**src/rtl/xbus_pkg.sv**
```systemverilog
package xbus_pkg;

    localparam int AW        = 32;
    localparam int DW        = 32;
    localparam int BW        = DW / 8;
    localparam int WS_W      = 4;
    localparam int MAX_WIN   = 8;
    localparam int WIN_IDX_W = $clog2(MAX_WIN);

    typedef enum logic [1:0] {
        PH_IDLE   = 2'd0,
        PH_START  = 2'd1,
        PH_ACCESS = 2'd2
    } phase_t;

    typedef struct packed {
        logic [AW-1:0]        addr;
        logic [DW-1:0]        wdata;
        logic [BW-1:0]        lanes;
        logic                 write;
        logic [WIN_IDX_W-1:0] win;
        logic [WS_W-1:0]      ws;
        logic                 exts;
        logic                 wr_only;
    } xfer_t;

    // byte lanes are driven on writes, and on reads unless the window restricts them
    function automatic logic lanes_driven(input logic write, input logic wr_only);
        return write || !wr_only;
    endfunction

endpackage

```
**src/rtl/xbus_decode.sv**
```systemverilog
module xbus_decode
    import xbus_pkg::*;
#(
    parameter int NWIN = 6
) (
    input  logic [AW-1:0]            addr,
    input  logic [NWIN-1:0]          en,
    input  logic [NWIN-1:0][AW-1:0]  base,
    input  logic [NWIN-1:0][AW-1:0]  mask,
    output logic                     hit,
    output logic [WIN_IDX_W-1:0]     idx
);

    logic [NWIN-1:0] match;

    for (genvar i = 0; i < NWIN; i++) begin : g_cmp
        assign match[i] = en[i] && (((addr ^ base[i]) & ~mask[i]) == '0);
    end

    // lowest index wins: scan downward so the last assignment is the smallest
    always_comb begin
        idx = '0;
        for (int i = NWIN - 1; i >= 0; i--) begin
            if (match[i]) idx = WIN_IDX_W'(i);
        end
    end

    assign hit = |match;

endmodule

```
**src/rtl/xbus_seq.sv**
```systemverilog
module xbus_seq
    import xbus_pkg::*;
#(
    parameter int NWIN = 6
) (
    input  logic                       clk,
    input  logic                       rst,
    input  logic                       req_valid,
    input  logic [AW-1:0]              req_addr,
    input  logic [DW-1:0]              req_wdata,
    input  logic [BW-1:0]              req_lanes,
    input  logic                       req_write,
    input  logic                       hit,
    input  logic [WIN_IDX_W-1:0]       hit_idx,
    input  logic [NWIN-1:0][WS_W-1:0]  win_ws,
    input  logic [NWIN-1:0]            win_exts,
    input  logic [NWIN-1:0]            win_wr_only,
    input  logic [DW-1:0]              bus_ad_in,
    output logic                       req_ready,
    output phase_t                     phase,
    output xfer_t                      xfer,
    output logic                       first_access,
    output logic                       rsp_done,
    output logic                       rsp_err,
    output logic [DW-1:0]              rsp_rdata
);

    logic [WS_W-1:0] wait_left;

    assign req_ready = (phase == PH_IDLE);

    always_ff @(posedge clk) begin
        if (rst) begin
            phase        <= PH_IDLE;
            xfer         <= '0;
            wait_left    <= '0;
            first_access <= 1'b0;
            rsp_done     <= 1'b0;
            rsp_err      <= 1'b0;
            rsp_rdata    <= '0;
        end else begin
            rsp_done <= 1'b0;
            rsp_err  <= 1'b0;
            unique case (phase)
                PH_IDLE: begin
                    if (req_valid) begin
                        if (hit) begin
                            xfer.addr    <= req_addr;
                            xfer.wdata   <= req_wdata;
                            xfer.lanes   <= req_lanes;
                            xfer.write   <= req_write;
                            xfer.win     <= hit_idx;
                            xfer.ws      <= win_ws[hit_idx];
                            xfer.exts    <= win_exts[hit_idx];
                            xfer.wr_only <= win_wr_only[hit_idx];
                            phase        <= PH_START;
                        end else begin
                            rsp_done <= 1'b1;
                            rsp_err  <= 1'b1;
                        end
                    end
                end
                PH_START: begin
                    phase        <= PH_ACCESS;
                    wait_left    <= xfer.ws;
                    first_access <= 1'b1;
                end
                PH_ACCESS: begin
                    first_access <= 1'b0;
                    if (wait_left == '0) begin
                        phase    <= PH_IDLE;
                        rsp_done <= 1'b1;
                        if (!xfer.write) rsp_rdata <= bus_ad_in;
                    end else begin
                        wait_left <= wait_left - 1'b1;
                    end
                end
                default: phase <= PH_IDLE;
            endcase
        end
    end

endmodule

```
**src/rtl/xbus_pins.sv**
```systemverilog
module xbus_pins
    import xbus_pkg::*;
#(
    parameter int NWIN = 6
) (
    input  phase_t           phase,
    input  xfer_t            xfer,
    input  logic             first_access,
    input  logic             muxed,
    output logic [NWIN-1:0]  cs_n,
    output logic [BW-1:0]    be_n,
    output logic             oe_n,
    output logic             rw,
    output logic             ts_n,
    output logic             ale,
    output logic [AW-1:0]    addr,
    output logic [DW-1:0]    ad_out,
    output logic             ad_oe
);

    logic in_start;
    logic in_access;
    logic start_strobe;

    assign in_start     = (phase == PH_START);
    assign in_access    = (phase == PH_ACCESS);
    assign start_strobe = in_start || (in_access && first_access && xfer.exts);

    for (genvar i = 0; i < NWIN; i++) begin : g_cs
        assign cs_n[i] = !(in_access && (xfer.win == WIN_IDX_W'(i)));
    end

    always_comb begin
        be_n   = '1;
        if (in_access && lanes_driven(xfer.write, xfer.wr_only)) be_n = ~xfer.lanes;
        oe_n   = !(in_access && !xfer.write);
        rw     = !((in_start || in_access) && xfer.write);
        ts_n   = !start_strobe;
        ale    = muxed && start_strobe;
        addr   = (in_start || in_access) ? xfer.addr : '0;
        ad_oe  = (in_start && muxed) || (in_access && xfer.write);
        ad_out = '0;
        if (in_start && muxed)             ad_out = xfer.addr;
        else if (in_access && xfer.write)  ad_out = xfer.wdata;
    end

endmodule

```
**src/rtl/xbus_ctrl.sv**
```systemverilog
module xbus_ctrl
    import xbus_pkg::*;
#(
    parameter int NWIN = 6
) (
    input  logic                       clk,
    input  logic                       rst,
    input  logic                       cfg_muxed,
    input  logic [NWIN-1:0]            win_en,
    input  logic [NWIN-1:0][AW-1:0]    win_base,
    input  logic [NWIN-1:0][AW-1:0]    win_mask,
    input  logic [NWIN-1:0][WS_W-1:0]  win_ws,
    input  logic [NWIN-1:0]            win_exts,
    input  logic [NWIN-1:0]            win_wr_only,
    input  logic                       req_valid,
    output logic                       req_ready,
    input  logic [AW-1:0]              req_addr,
    input  logic [DW-1:0]              req_wdata,
    input  logic [BW-1:0]              req_lanes,
    input  logic                       req_write,
    output logic                       rsp_done,
    output logic                       rsp_err,
    output logic [DW-1:0]              rsp_rdata,
    output logic [NWIN-1:0]            bus_cs_n,
    output logic [BW-1:0]              bus_be_n,
    output logic                       bus_oe_n,
    output logic                       bus_rw,
    output logic                       bus_ts_n,
    output logic                       bus_ale,
    output logic [AW-1:0]              bus_addr,
    output logic [DW-1:0]              bus_ad_out,
    output logic                       bus_ad_oe,
    input  logic [DW-1:0]              bus_ad_in
);

    logic                 hit;
    logic [WIN_IDX_W-1:0] hit_idx;
    phase_t               phase;
    xfer_t                xfer;
    logic                 first_access;

    xbus_decode #(.NWIN(NWIN)) u_decode (
        .addr (req_addr),
        .en   (win_en),
        .base (win_base),
        .mask (win_mask),
        .hit  (hit),
        .idx  (hit_idx)
    );

    xbus_seq #(.NWIN(NWIN)) u_seq (
        .clk          (clk),
        .rst          (rst),
        .req_valid    (req_valid),
        .req_addr     (req_addr),
        .req_wdata    (req_wdata),
        .req_lanes    (req_lanes),
        .req_write    (req_write),
        .hit          (hit),
        .hit_idx      (hit_idx),
        .win_ws       (win_ws),
        .win_exts     (win_exts),
        .win_wr_only  (win_wr_only),
        .bus_ad_in    (bus_ad_in),
        .req_ready    (req_ready),
        .phase        (phase),
        .xfer         (xfer),
        .first_access (first_access),
        .rsp_done     (rsp_done),
        .rsp_err      (rsp_err),
        .rsp_rdata    (rsp_rdata)
    );

    xbus_pins #(.NWIN(NWIN)) u_pins (
        .phase        (phase),
        .xfer         (xfer),
        .first_access (first_access),
        .muxed        (cfg_muxed),
        .cs_n         (bus_cs_n),
        .be_n         (bus_be_n),
        .oe_n         (bus_oe_n),
        .rw           (bus_rw),
        .ts_n         (bus_ts_n),
        .ale          (bus_ale),
        .addr         (bus_addr),
        .ad_out       (bus_ad_out),
        .ad_oe        (bus_ad_oe)
    );

endmodule

```
**config.mk**
```make
export PLATFORM = sky130hd
export DESIGN_NAME = xbus_ctrl
export DESIGN_NICKNAME = d
export VERILOG_FILES = /design/src/rtl/xbus_pkg.sv /design/src/rtl/xbus_decode.sv /design/src/rtl/xbus_seq.sv /design/src/rtl/xbus_pins.sv /design/src/rtl/xbus_ctrl.sv
export SDC_FILE = /design/constraint.sdc
export NUM_CORES = 1
export LEC_CHECK = 0
export ABC_CLOCK_PERIOD_IN_PS = 6100
export BUFFER_PORTS_ARGS = -buffer_cell sky130_fd_sc_hd__buf_2
export CAP_MARGIN = 20
export CORE_AREA = 3 3 252 254
export DETAILED_ROUTE_END_ITERATION = 8
export DIE_AREA = 0 0 255 257
export PLACE_DENSITY = 0.34
export SETUP_SLACK_MARGIN = 0.2
export SLEW_MARGIN = 0
export SYNTH_ARGS = -nofsm -noshare
export SYNTH_HDL_FRONTEND = slang
export SYNTH_SLANG_ARGS = --single-unit
```
**constraint.sdc**
```tcl
create_clock -name clk -period 6.1 [get_ports clk]
set_input_delay 0.305 -clock clk [delete_from_list [all_inputs] [get_ports clk]]
set_output_delay 0.305 -clock clk [all_outputs]
set_load 0.02 [all_outputs]
```
* Word-level counts from Yosys, hierarchy flattened
Index checks and enable logic that the tools add are counted.
Operators by class: add/subtract/negate cells 1, order comparisons 1, equality and inequality tests 11, mux-type cells 27, bitwise logic cells 21, reductions and logical operators 51
Operators with widths (number):
- bitwise AND 32 bit | 6
- zero test 32 bit | 6
- NOT 32 bit | 6
- XOR 32 bit | 6
- 2-to-1 mux 32 bit | 3
- logical AND 1 bit | 20
- 2-to-1 mux 3 bit | 6
- binary-select mux 4 bit (select 3 bit) | 1
- 2-to-1 mux 4 bit | 3
- zero test 1 bit | 11
- AND reduction 3 bit | 3
- one-hot mux 4 bit (2 select lines) | 1
- binary-select mux 1 bit (select 3 bit) | 2
- equality test 3 x 2 -> 1 bit, second input constant | 2
- equality test 3 bit, second input constant | 2
- 2-to-1 mux 2 bit | 3
- inequality test 2 bit, second input constant | 3
- one-hot mux 2 bit (3 select lines) | 1
- OR reduction 6 bit | 1
- 2-to-1 mux 1 bit | 5
- zero test 4 bit | 1
- logical OR 1 bit | 4
- less-than comparator 3 x 4 -> 1 bit, second input constant | 1
- NOT 4 bit | 1
- 12 further kinds | 14
Storage, ports and cells: register bits after elaboration 119, bits of input ports 531, logic and storage cells 126

* Logic depth before layout (Yosys ltp)
Gate-level depths: netlist (run 1).
depth after elaboration 12, gate-level depth with buffers 11

* Hierarchy
A second synthesis (run 1) with hierarchy kept.
Unflattened totals: cell total of the unflattened synthesis 1133, area total of the unflattened synthesis 8637.0 µm²
By module, submodules not included:
- xbus_seq | times used 1, cells an instance 570, area each 4699.5 µm², sequential area each 2382.3 µm²
- xbus_decode | times used 1, cells an instance 388, area each 2921.6 µm², sequential area each 0.0 µm²
- xbus_pins | times used 1, cells an instance 175, area each 1016.0 µm², sequential area each 0.0 µm²

* Worst setup path after synthesis (run 1)
OpenSTA, ideal clock, no wires.
kind input port to flip-flop, from input port req_addr[2], to register, netlist name u_seq.xfer[0], setup time 0.079 ns, arrival 2.378 ns, path slack 3.643 ns, stages 9, cells stage by stage buf_4 > xnor2_1 > o22ai_1 > or4_1 > nor3_2 > nand4_1 > a2111oi_2 > or2b_1 > o211ai_1
Between the ends: word-level cells in the longest chain between the ends 12, elaborated cells between the ends (all ways) 34, those cells by class mux: 8; bitwise: 12; reduce/logical: 14
RTL lines:
- from (decl) | RTL line xbus_ctrl.sv:17 | input logic [AW-1:0] req_addr,
- XOR 32 bit | RTL line xbus_decode.sv:17 | assign match[i] = en[i] && (((addr ^ base[i]) & ~mask[i]) == '0);
- bitwise AND 32 bit | RTL line xbus_decode.sv:17
- zero test 32 bit | RTL line xbus_decode.sv:17
- logical AND 1 bit | RTL line xbus_decode.sv:17
- 2-to-1 mux 3 bit (6 in a row) | RTL line xbus_decode.sv:24 | if (match[i]) idx = WIN_IDX_W'(i);
- binary-select mux 1 bit (select 3 bit) | RTL line xbus_seq.sv:55 | xfer.wr_only <= win_wr_only[hit_idx];
- 2-to-1 mux 1 bit (implied by the code) | RTL line xbus_seq.sv:55
Parallel ways exist; a longest one is shown, timed or not. The select of a mux whose other input is x is not followed. A chain may end at the register's enable or synchronous reset.

* Final worst setup path (run 1)
from input port req_addr[30], to register, netlist name u_seq.xfer[60]
Between the ends: word-level cells in the longest chain between the ends 6, elaborated cells between the ends (all ways) 26, those cells by class bitwise: 12; reduce/logical: 14
RTL lines:
- XOR 32 bit | RTL line xbus_decode.sv:17
- bitwise AND 32 bit | RTL line xbus_decode.sv:17
- zero test 32 bit | RTL line xbus_decode.sv:17
- logical AND 1 bit | RTL line xbus_decode.sv:17
- OR reduction 6 bit * | RTL line xbus_decode.sv:28 | assign hit = |match;
- AND reduction 3 bit (no source line) *
Every way passes the cells marked *; elsewhere a longest branch is shown, timed or not.

==> results by group, run 1 <==
Placement
  • Final GP Congestion: 0.954
  • Final HPWL DP: 57.2 mm
  • IO buf count: 644
  • Dpl ws: 2.03 ns

Global routing
  • Vias in the first global route: 11600
  • GRT Util Overall: 20.1%
  • Largest net degree at the start of global routing: 72
  • Overflow after GRT: 0
  • Initial antenna violation count: 31
  • First-pass GRT wire length: 92.0 mm

Routing
  • Antenna-violating nets left: 0
  • Post-DR wirelength/cell: 27.5 um
  • Post-route DRC: 0
  • DR vias: 11400
  • Via/cell ratio: 4.56
  • Starting DRC count in detailed routing: 866
  • DRT Pass-1 Iters: 6
  • Total Wirelength: 68.9 mm

CTS
  • H-tree depth: 4
  • Worst-path clk slew: 0.06 ns
  • Postcts setup bufs: 0
  • CTS tree: built
  • Clock tree sinks: 119
  • Root Buffer: clkbuf_16
  • Clock Path Buffers: 2
  • TritonCTS Buffers: 17
  • Post_cts resized: 0
  • Worst skew pair latency: 0.43 ns
  • Post-CTS Hold Buffers: 0

STA
  • RSZ-0062 raised after global routing: false
  • Pins Over Slew Limit: 0
  • # setup viols final: 0
  • Least-Margin Pin Slew: 1.08 ns
  • Clk_skew: 0.00774 ns
  • Rel. slew slack: 28.2%
  • Peak Freq: 281 MHz
  • Crit share post-route: 58.4%
  • Final hold vios: 0
  • TNS Setup: 0 ns
  • Post-route setup slack: 2.54 ns
  • Min cycle time layout: 3.56 ns

Worst setup path
  • WP data arrival: 3.85 ns
  • Slowest cell on the critical path: buf_4
  • Type of origin of the critical path: input port
  • CP Max Fanout: 58
  • CP required: 6.39 ns
  • Critical path's most frequent cell: buf_4
  • R2r setup slk: 3.36 ns
  • CP endpoint kind: flip-flop
  • Reg2reg end: u_seq.xfer[60]$_SDFFE_PP0P_
  • Register-to-Register Path Depth: 8
  • CP endpoint: u_seq.xfer[60]$_SDFFE_PP0P_
  • Cell Chain, Critical Path: buf_2 -> xnor2_1 -> o22ai_1 -> nor4_1 -> o211ai_1 -> o22ai_4 -> o41ai_2 -> buf_4 -> buf_4 -> mux2i_1 -> nor2_1
  • Slowest cell delay on critical path: 0.87 ns
  • Worst Setup SP: req_addr[30]
  • Crit Path Class: input port to flip-flop
  • Worst R2R Start: u_seq.phase[0]$_SDFFE_PP0P_

Pwr
  • Tot Pwr: 0.00249 W
  • Peak supply drop: 0.000179 V
  • P per Cell Area: 183 nW/um2
  • LEAKAGE: 6.24 nW

Synthesis
  • Cell area after synthesis: 9190 um2
  • Yosys reg bits: 119
  • Asr flop ratio synth: 0%
  • Synth warn: 0
  • Mean Syn Cell Area: 8.44 um2
  • Seq/Total Area, Yosys: 25.9%
  • Post-synth EDFFs: 0
  • Distinct cells, synth: 59
  • Post-Synthesis Cells: 1089
  • Syn nets: 1625
  • Top FF cell, synth: dfxtp_1

Worst hold path
  • Min-Delay Startpoint: req_wdata[12]
  • Hold WC Path Type: input port to flip-flop

Layout
  • Area growth from synthesis to layout: 48.0%
  • Filler cells: 6989
  • Commonest non-fill, non-tap cell in the layout: buf_2
  • Nets: 2224
  • Final core area utilization: 22.1%
  • Share of cells above drive strength 1: 42.4%
  • Most frequent cells in the layout: buf_2, xnor2_1, o22ai_1, dfxtp_1, nor2_1

Floorplan
  • Row cnt: 91
  • Die Ht: 257 um
  • Initial Utilization: 14.9%
  • Total die area: 65500 um2
  • Die W: 255 um
  • Total core area: 61500 um2
  • I/O Pins: 645

Status
  • Status: finished clean

Flow run
  • Max_cap viols: 0
-- cell usage after synthesis, types with 3 or more instances --
library cell  number  area, um2
xnor2_1          175       1530
o22ai_1          160       1000
dfxtp_1          119       2380
nor2_1            99        372
mux2i_1           90        901
nand2_1           85        319
a21oi_1           41        205
nor4_1            39        244
and2_1            35        219
a22o_1            32        280
clkbuf_1          30        113
buf_6             26        293
o21ai_0           16       80.1
xnor2_2           16        260
buf_2             13       65.1
o211ai_1          10       75.1
nand3_1            9       45.0
nor3_1             8       40.0
nand4_1            7       43.8
nand2b_1           6       37.5
ha_1               5       62.6
inv_1              5       18.8
mux2_2             5       56.3
nor2b_1            4       25.0
o22a_1             4       35.0
or2b_1             4       30.0
a211oi_1           3       22.5
nand3b_1           3       22.5
-- sequential cells by signal, summed over array words and instances (netlist names) --
register,flops
u_seq.rsp_rdata,32
u_seq.wait_left,4
u_seq.rsp_done,1
u_seq.rsp_err,1
u_seq.xfer,78
u_seq.first_access,1
u_seq.phase,2
-- per-stage QoR --
step	hold WS, ns	cells	instance area [um2]
6_report	0.0957	2505	13600
5_1_grt	0.0822	2503	13600
4_1_cts	0.0624	2490	13600
3_5_place_dp	0.444	2459	13000
3_3_place_gp	0.439	2459	13000
2_1_floorplan	0.437	1089	9190
-- kinds of logic after synthesis --
group | count (synthesis) | synth area share [%]
muxes | 96 | 10.5
DFF | 119 | 25.9
buffers and inverters | 77 | 5.66
adders and majority gates | 5 | 0.681
AOI/OAI and AO/OA | 282 | 20.2
and+or+nand+nor | 318 | 17.2
xor gates and xnor gates | 192 | 19.8
-- layout make-up --
| class | count | area, um2 | area share, % |
|---|---|---|---|
| tap | 790 | 988 | 7.27 |
| sequential | 119 | 2380 | 17.5 |
| multi-input combinational | 893 | 6300 | 46.3 |
| antenna | 15 | 37.5 | 0.276 |
| clock inverter | 8 | 95.1 | 0.699 |
| clock buffer | 23 | 498 | 3.66 |
| inverter | 5 | 18.8 | 0.138 |
| timing repair buffer | 652 | 3290 | 24.1 |
-- critical path: cells and delay by family --
kind            cells  cell delay, ns
buf+inv             3            1.75
compound gates      4            1.06
mux                 1            0.27
xor+xnor            1            0.22
simple gates        2            0.13
-- worst min-delay path by stage --
| stage | endpoint | slack (ns) | cells after the start |
|---|---|---|---|
| 2_1_floorplan | u_seq.xfer[0]$_SDFFE_PP0P_ | 0.44 | 2 |
| 3_3_place_gp | u_seq.rsp_rdata[1]$_SDFFE_PP0P_ | 0.44 | 2 |
| 3_5_place_dp | u_seq.rsp_rdata[1]$_SDFFE_PP0P_ | 0.44 | 2 |
| 4_1_cts | u_seq.xfer[23]$_SDFFE_PP0P_ | 0.06 | 3 |
| 5_1_grt | u_seq.xfer[43]$_SDFFE_PP0P_ | 0.08 | 3 |
| 6_report | u_seq.xfer[26]$_SDFFE_PP0P_ | 0.1 | 3 |
-- metal layers --
| metal | vias up | routed length [um] | global-route usage (%) | part of all wire [%] |
|---|---|---|---|---|
| li1 | 5203 | - | - | - |
| met2 | 559 | 33600 | 34.6 | 49 |
| met4 | 30 | 1810 | 6.81 | 2.6 |
| met5 | - | 178 | 0 | 0.26 |
| met3 | 109 | 6260 | 6.19 | 9.1 |
| met1 | 5510 | 27100 | 23.5 | 39 |
-- report_power, final --
group          total, W  switching, W  internal (W)
Combinational  0.000676      0.000386      0.000290
Sequential     0.000779   0.000000267      0.000778
Clock           0.00103      0.000385      0.000650
Note: power is estimated with default switching activity, not from simulation.
==> run 2, diff against run 1 <==
ABC_CLOCK_PERIOD_IN_PS = 3000   (was 6100)
CORE_AREA = 3 3 247 249   (was 3 3 252 254)
DIE_AREA = 0 0 250 252   (was 0 0 255 257)
PLACE_DENSITY = 0.37   (was 0.34)
clock period = 3 ns   (was 6.1 ns; I/O delays follow)
==> results by group, run 2 (synthesis results as in run 1) <==
Status
  • Status: finished clean

CTS
  • Clock tree sinks: 119
  • H-tree depth: 4
  • Root Buffer: clkbuf_16
  • CTS tree: built
  • Worst skew pair latency: 0.43 ns
  • Worst-path clk slew: 0.05 ns
  • TritonCTS Buffers: 17
  • Clock Path Buffers: 2

Routing
  • Antenna-violating nets left: 0
  • Starting DRC count in detailed routing: 717
  • Total Wirelength: 72.9 mm
  • Via/cell ratio: 4.58
  • DRT Pass-1 Iters: 5
  • DR vias: 12100
  • Post-route DRC: 0
  • Post-DR wirelength/cell: 27.7 um

Pwr
  • Peak supply drop: 0.000380 V
  • LEAKAGE: 7.02 nW
  • P per Cell Area: 362 nW/um2

Placement
  • IO buf count: 644
  • Final HPWL DP: 61.2 mm
  • Post-place instance area: 13600 um2
  • Final GP Congestion: 0.931

Layout
  • Largest register by flop count: u_seq.xfer
  • Max reg flops: 78
  • Regs by FF count: u_seq.xfer: 78 flops, u_seq.rsp_rdata: 32 flops, u_seq.wait_left: 4 flops
  • Final instance area: 15100 um2
  • Most frequent cells in the layout: buf_2, xnor2_1, o22ai_1, dfxtp_1, nor2_1
  • Nets: 2372
  • Share of cells above drive strength 1: 43.9%
  • Area growth from synthesis to layout: 64.5%
  • Commonest non-fill, non-tap cell in the layout: buf_2

Flow run
  • Max_cap viols: 0

Worst setup path
  • WP data arrival: 3.03 ns
  • CP Max Fanout: 6
  • CP required: 3.31 ns
  • Crit Path Class: input port to flip-flop
  • CP endpoint kind: flip-flop
  • Type of origin of the critical path: input port

STA
  • RSZ-0062 raised after global routing: true
  • Rel. slew slack: 50.0%
  • Pins Over Slew Limit: 0
  • Final hold vios: 0
  • Peak Freq: 367 MHz
  • Least-Margin Pin Slew: 0.750 ns
  • # setup viols final: 0
  • Clk_skew: 0.0131 ns
  • Crit share post-route: 90.9%
  • TNS Setup: 0 ns
  • Min cycle time layout: 2.73 ns

Floorplan
  • Total die area: 63000 um2
  • I/O Pins: 645
  • Die Ht: 252 um
  • Die W: 250 um
  • Initial Utilization: 15.6%
  • Row cnt: 89
  • Total core area: 58900 um2

Worst hold path
  • Hold WC Path Type: input port to flip-flop

Global routing
  • GRT Util Overall: 21.9%
  • Overflow after GRT: 0
  • Largest net degree at the start of global routing: 115
  • Vias in the first global route: 12200
  • Initial antenna violation count: 23
  • First-pass GRT wire length: 96.8 mm
-- run 2: through the flow --
stage	total power (W)	hold slack (ns)	cells	utilization, %	setup slack (ns)
2_1_floorplan	0.00226	0.286	1089	-	0.698
3_3_place_gp	0.00314	0.384	2517	23.1	-0.616
3_5_place_dp	0.00312	0.387	2517	23.1	-0.528
4_1_cts	0.00552	0.0958	2617	25.4	0.186
5_1_grt	0.00568	0.126	2626	25.6	0.187
6_report	0.00547	0.127	2631	25.7	0.274
-- run 2: path summary, 6_finish.rpt --
path	startpoint	cells past startpoint	endpoint	slack [ns]
worst max-delay path	req_addr[23]	13	u_seq.xfer[3]$_SDFFE_PP0P_	0.27
worst min register to register	u_seq.rsp_rdata[28]$_SDFFE_PP0P_	2	u_seq.rsp_rdata[28]$_SDFFE_PP0P_	0.45
worst min-delay path	req_addr[9]	3	u_seq.xfer[55]$_SDFFE_PP0P_	0.13
worst max register to register	u_seq.phase[0]$_SDFFE_PP0P_	9	u_seq.rsp_rdata[16]$_SDFFE_PP0P_	0.80
-- run 2: metal layers --
metal,global-route usage [%],vias up,part of all wire [%]
li1,-,5492,-
met2,39.9,560,50
met3,4.42,115,6.1
met1,26.2,5867,41
met5,0,-,0.12
met4,5.97,16,2.9
-- run 2: final cells by class --
type | count | area [um2]
Antenna cell | 10 | 25.0
Clock buffer | 21 | 460
Clock inverter | 10 | 175
Fill cell | 6575 | 43800
Inverter | 5 | 18.8
Multi-Input combinational cell | 893 | 6410
Sequential cell | 119 | 2380
Tap cell | 773 | 967
Timing Repair Buffer | 800 | 4670
-- run 2: critical path: stages --
cell,delay (ns)
buf_4,0.20
buf_4,0.19
xnor2_1,0.26
o22ai_1,0.23
or4_1,0.58
nor3_4,0.28
o2bb2ai_1,0.25
o41ai_4,0.12
buf_4,0.19
buf_4,0.16
nor2b_2,0.19
nand2_1,0.11
o211ai_1,0.09
-- run 2: timing repair --
action | 4_1_cts | 5_1_grt
resized for setup | 8 | 25
setup buffers | 0 | 3
endpoints found under the hold margin | 69 | 0
hold buffers | 69 | 0
pin swaps | 0 | 2
cloned | 0 | 1
setup endpoints to repair | 62 | 64
-- run 2: power by group --
part / internal, W / total, W / switching (W)
Clock: 0.00150 / 0.00228 / 0.000773
Combinational: 0.000744 / 0.00161 / 0.000869
Sequential: 0.00158 / 0.00158 / 0.00000108
==> run 3, diff against run 2 <==
==> constraint.sdc (replaced) <==
create_clock -name clk -period 3 [get_ports clk]
set_input_delay 0.15 -clock clk [delete_from_list [all_inputs] [get_ports clk]]
set_output_delay 0.15 -clock clk [all_outputs]
set_load 0.005 [all_outputs]
==> results by group, run 3 (synthesis results as in run 1) <==
Global routing
  • Largest net degree at the start of global routing: 102
  • Met1 GRT Util: 26.9%
  • GRT Util Overall: 22.3%
  • Met3 usage: 4.53%
  • Grt met2 use: 40.7%
  • First-pass GRT wire length: 98.7 mm
  • Gr busiest metal: met2
  • Vias in the first global route: 12400
  • Initial antenna violation count: 24
  • Overflow after GRT: 0

Pwr
  • Comb power frac: 30.7%
  • LEAKAGE: 6.97 nW
  • Flop pwr share: 30.2%
  • Net switching power figure: 0.00167 W
  • Sw Ratio: 31.8%
  • Clock power frac: 39.1%
  • P per Cell Area: 350 nW/um2
  • Peak supply drop: 0.000395 V
  • Int Power: 0.00358 W

CTS
  • Postcts setup bufs: 0
  • TritonCTS Buffers: 17
  • Clock Path Buffers: 2
  • Worst-path clk slew: 0.06 ns
  • Worst skew pair latency: 0.43 ns
  • CTS tree: built
  • Clock tree sinks: 119
  • Root Buffer: clkbuf_16
  • H-tree depth: 4

Layout
  • Largest register by flop count: u_seq.xfer
  • Final instance area: 15000 um2
  • Regs by FF count: u_seq.xfer: 78 flops, u_seq.rsp_rdata: 32 flops, u_seq.wait_left: 4 flops
  • Nets: 2373
  • Multi-input logic area: 6410 um2
  • Share of cells above drive strength 1: 43.9%
  • Most frequent cells in the layout: buf_2, xnor2_1, o22ai_1, dfxtp_1, nor2_1
  • Filler cells: 6599
  • Reg area: 2380 um2
  • Max reg flops: 78
  • Commonest non-fill, non-tap cell in the layout: buf_2
  • Area growth from synthesis to layout: 63.3%

STA
  • RSZ-0062 raised after global routing: true
  • Rel. slew slack: 55.4%
  • Final hold vios: 0
  • Crit share post-route: 92.6%
  • Peak Freq: 360 MHz
  • Least-Margin Pin Slew: 0.666 ns
  • Clk_skew: 0.00929 ns
  • Pins Over Slew Limit: 0
  • Min cycle time layout: 2.78 ns
  • Post-route setup slack: 0.222 ns
  • # setup viols final: 0

Routing
  • Via/cell ratio: 4.59
  • DRT Pass-1 Iters: 5
  • Starting DRC count in detailed routing: 761
  • Post-route DRC: 0
  • DR vias: 12100
  • Antenna-violating nets left: 0
  • Total Wirelength: 73.9 mm
  • Post-DR wirelength/cell: 28.1 um

Worst setup path
  • Crit Path Class: input port to flip-flop
  • CP required: 3.30 ns
  • CP endpoint kind: flip-flop
  • Critical path's top delay family: simple AND/OR/NAND/NOR gates
  • Cell Chain, Critical Path: buf_2 -> xnor2_2 -> o22ai_1 -> nor4_1 -> nand3_1 -> nor4b_2 -> buf_4 -> or3_1 -> a2111oi_2 -> buf_4 -> or2b_1 -> o211ai_1
  • WP data arrival: 3.07 ns
  • Type of origin of the critical path: input port
  • Slowest cell on the critical path: nor4b_2
  • Critical path's most frequent cell: buf_4
  • CP Max Fanout: 7
  • Slowest cell delay on critical path: 0.65 ns
  • WP buf/inv: 3

Floorplan
  • Die W: 250 um
  • Row cnt: 89
  • Total die area: 63000 um2
  • Total core area: 58900 um2
  • Die Ht: 252 um
  • Initial Utilization: 15.6%
  • I/O Pins: 645

Placement
  • Dpl ws: -0.478 ns
  • Final GP Congestion: 0.962
  • Final HPWL DP: 62.3 mm
  • IO buf count: 644
  • Post-place instance area: 13600 um2

Status
  • Status: finished clean

Flow run
  • Max_cap viols: 0

Worst hold path
  • Hold WC Path Type: input port to flip-flop
==> run 3: final timing paths <==
| check | slack, ns | endpoint | cells after the start | start |
|---|---|---|---|---|
| max | 0.22 | u_seq.xfer[2]$_SDFFE_PP0P_ | 12 | req_addr[2] |
| min | 0.06 | u_seq.wait_left[1]$_SDFFE_PP0P_ | 2 | rst |
| min reg2reg | 0.45 | u_seq.rsp_rdata[29]$_SDFFE_PP0P_ | 2 | u_seq.rsp_rdata[29]$_SDFFE_PP0P_ |
| max reg2reg | 0.95 | u_seq.rsp_rdata[8]$_SDFFE_PP0P_ | 8 | u_seq.phase[0]$_SDFFE_PP0P_ |
==> run 3: metal layers <==
layer | share of wire, % | up-vias | routed length (um)
li1 | - | 5484 | -
met1 | 41 | 5930 | 30400
met2 | 51 | 535 | 37400
met3 | 5.9 | 97 | 4390
met4 | 2.2 | 16 | 1600
met5 | 0.15 | - | 110
==> run 3: power by group through the flow <==
stage	Sequential (W)	Clock, W	Combinational, W
floorplan	0.00162	0	0.000640
CTS	0.00158	0.00213	0.00160
finish	0.00158	0.00205	0.00161
global route	0.00158	0.00218	0.00170
detailed placement	0.00162	0	0.00151
global placement	0.00162	0	0.00153
==> run 3: through the flow <==
| step | util [%] | hold slack [ns] | instances | setup TNS, ns | total power (W) |
|---|---|---|---|---|---|
| global placement | 23.1 | 0.384 | 2522 | -30.32 | 0.00315 |
| detailed placement | 23.1 | 0.389 | 2522 | -33.83 | 0.00313 |
| CTS | 25.3 | 0.0316 | 2621 | 0 | 0.00531 |
| finish | 25.5 | 0.0621 | 2628 | 0 | 0.00525 |
| floorplan | - | 0.286 | 1089 | 0 | 0.00226 |
| global route | 25.5 | 0.0422 | 2627 | 0 | 0.00547 |
==> run 3: cell type report <==
| cell class | instances | area share [%] |
|---|---|---|
| Multi-Input combinational cell | 893 | 42.7 |
| Antenna cell | 7 | 0.117 |
| Clock inverter | 8 | 0.667 |
| Clock buffer | 22 | 3.09 |
| Sequential cell | 119 | 15.9 |
| Inverter | 5 | 0.125 |
| Timing Repair Buffer | 801 | 31.0 |
| Tap cell | 773 | 6.44 |
==> run 3: what timing repair did <==
item | in CTS | in global routing
setup endpoints to repair | 75 | 35
pin swaps | 0 | 3
hold buffers | 69 | 0
hold endpoints to repair | 69 | 0
resized for setup | 10 | 12
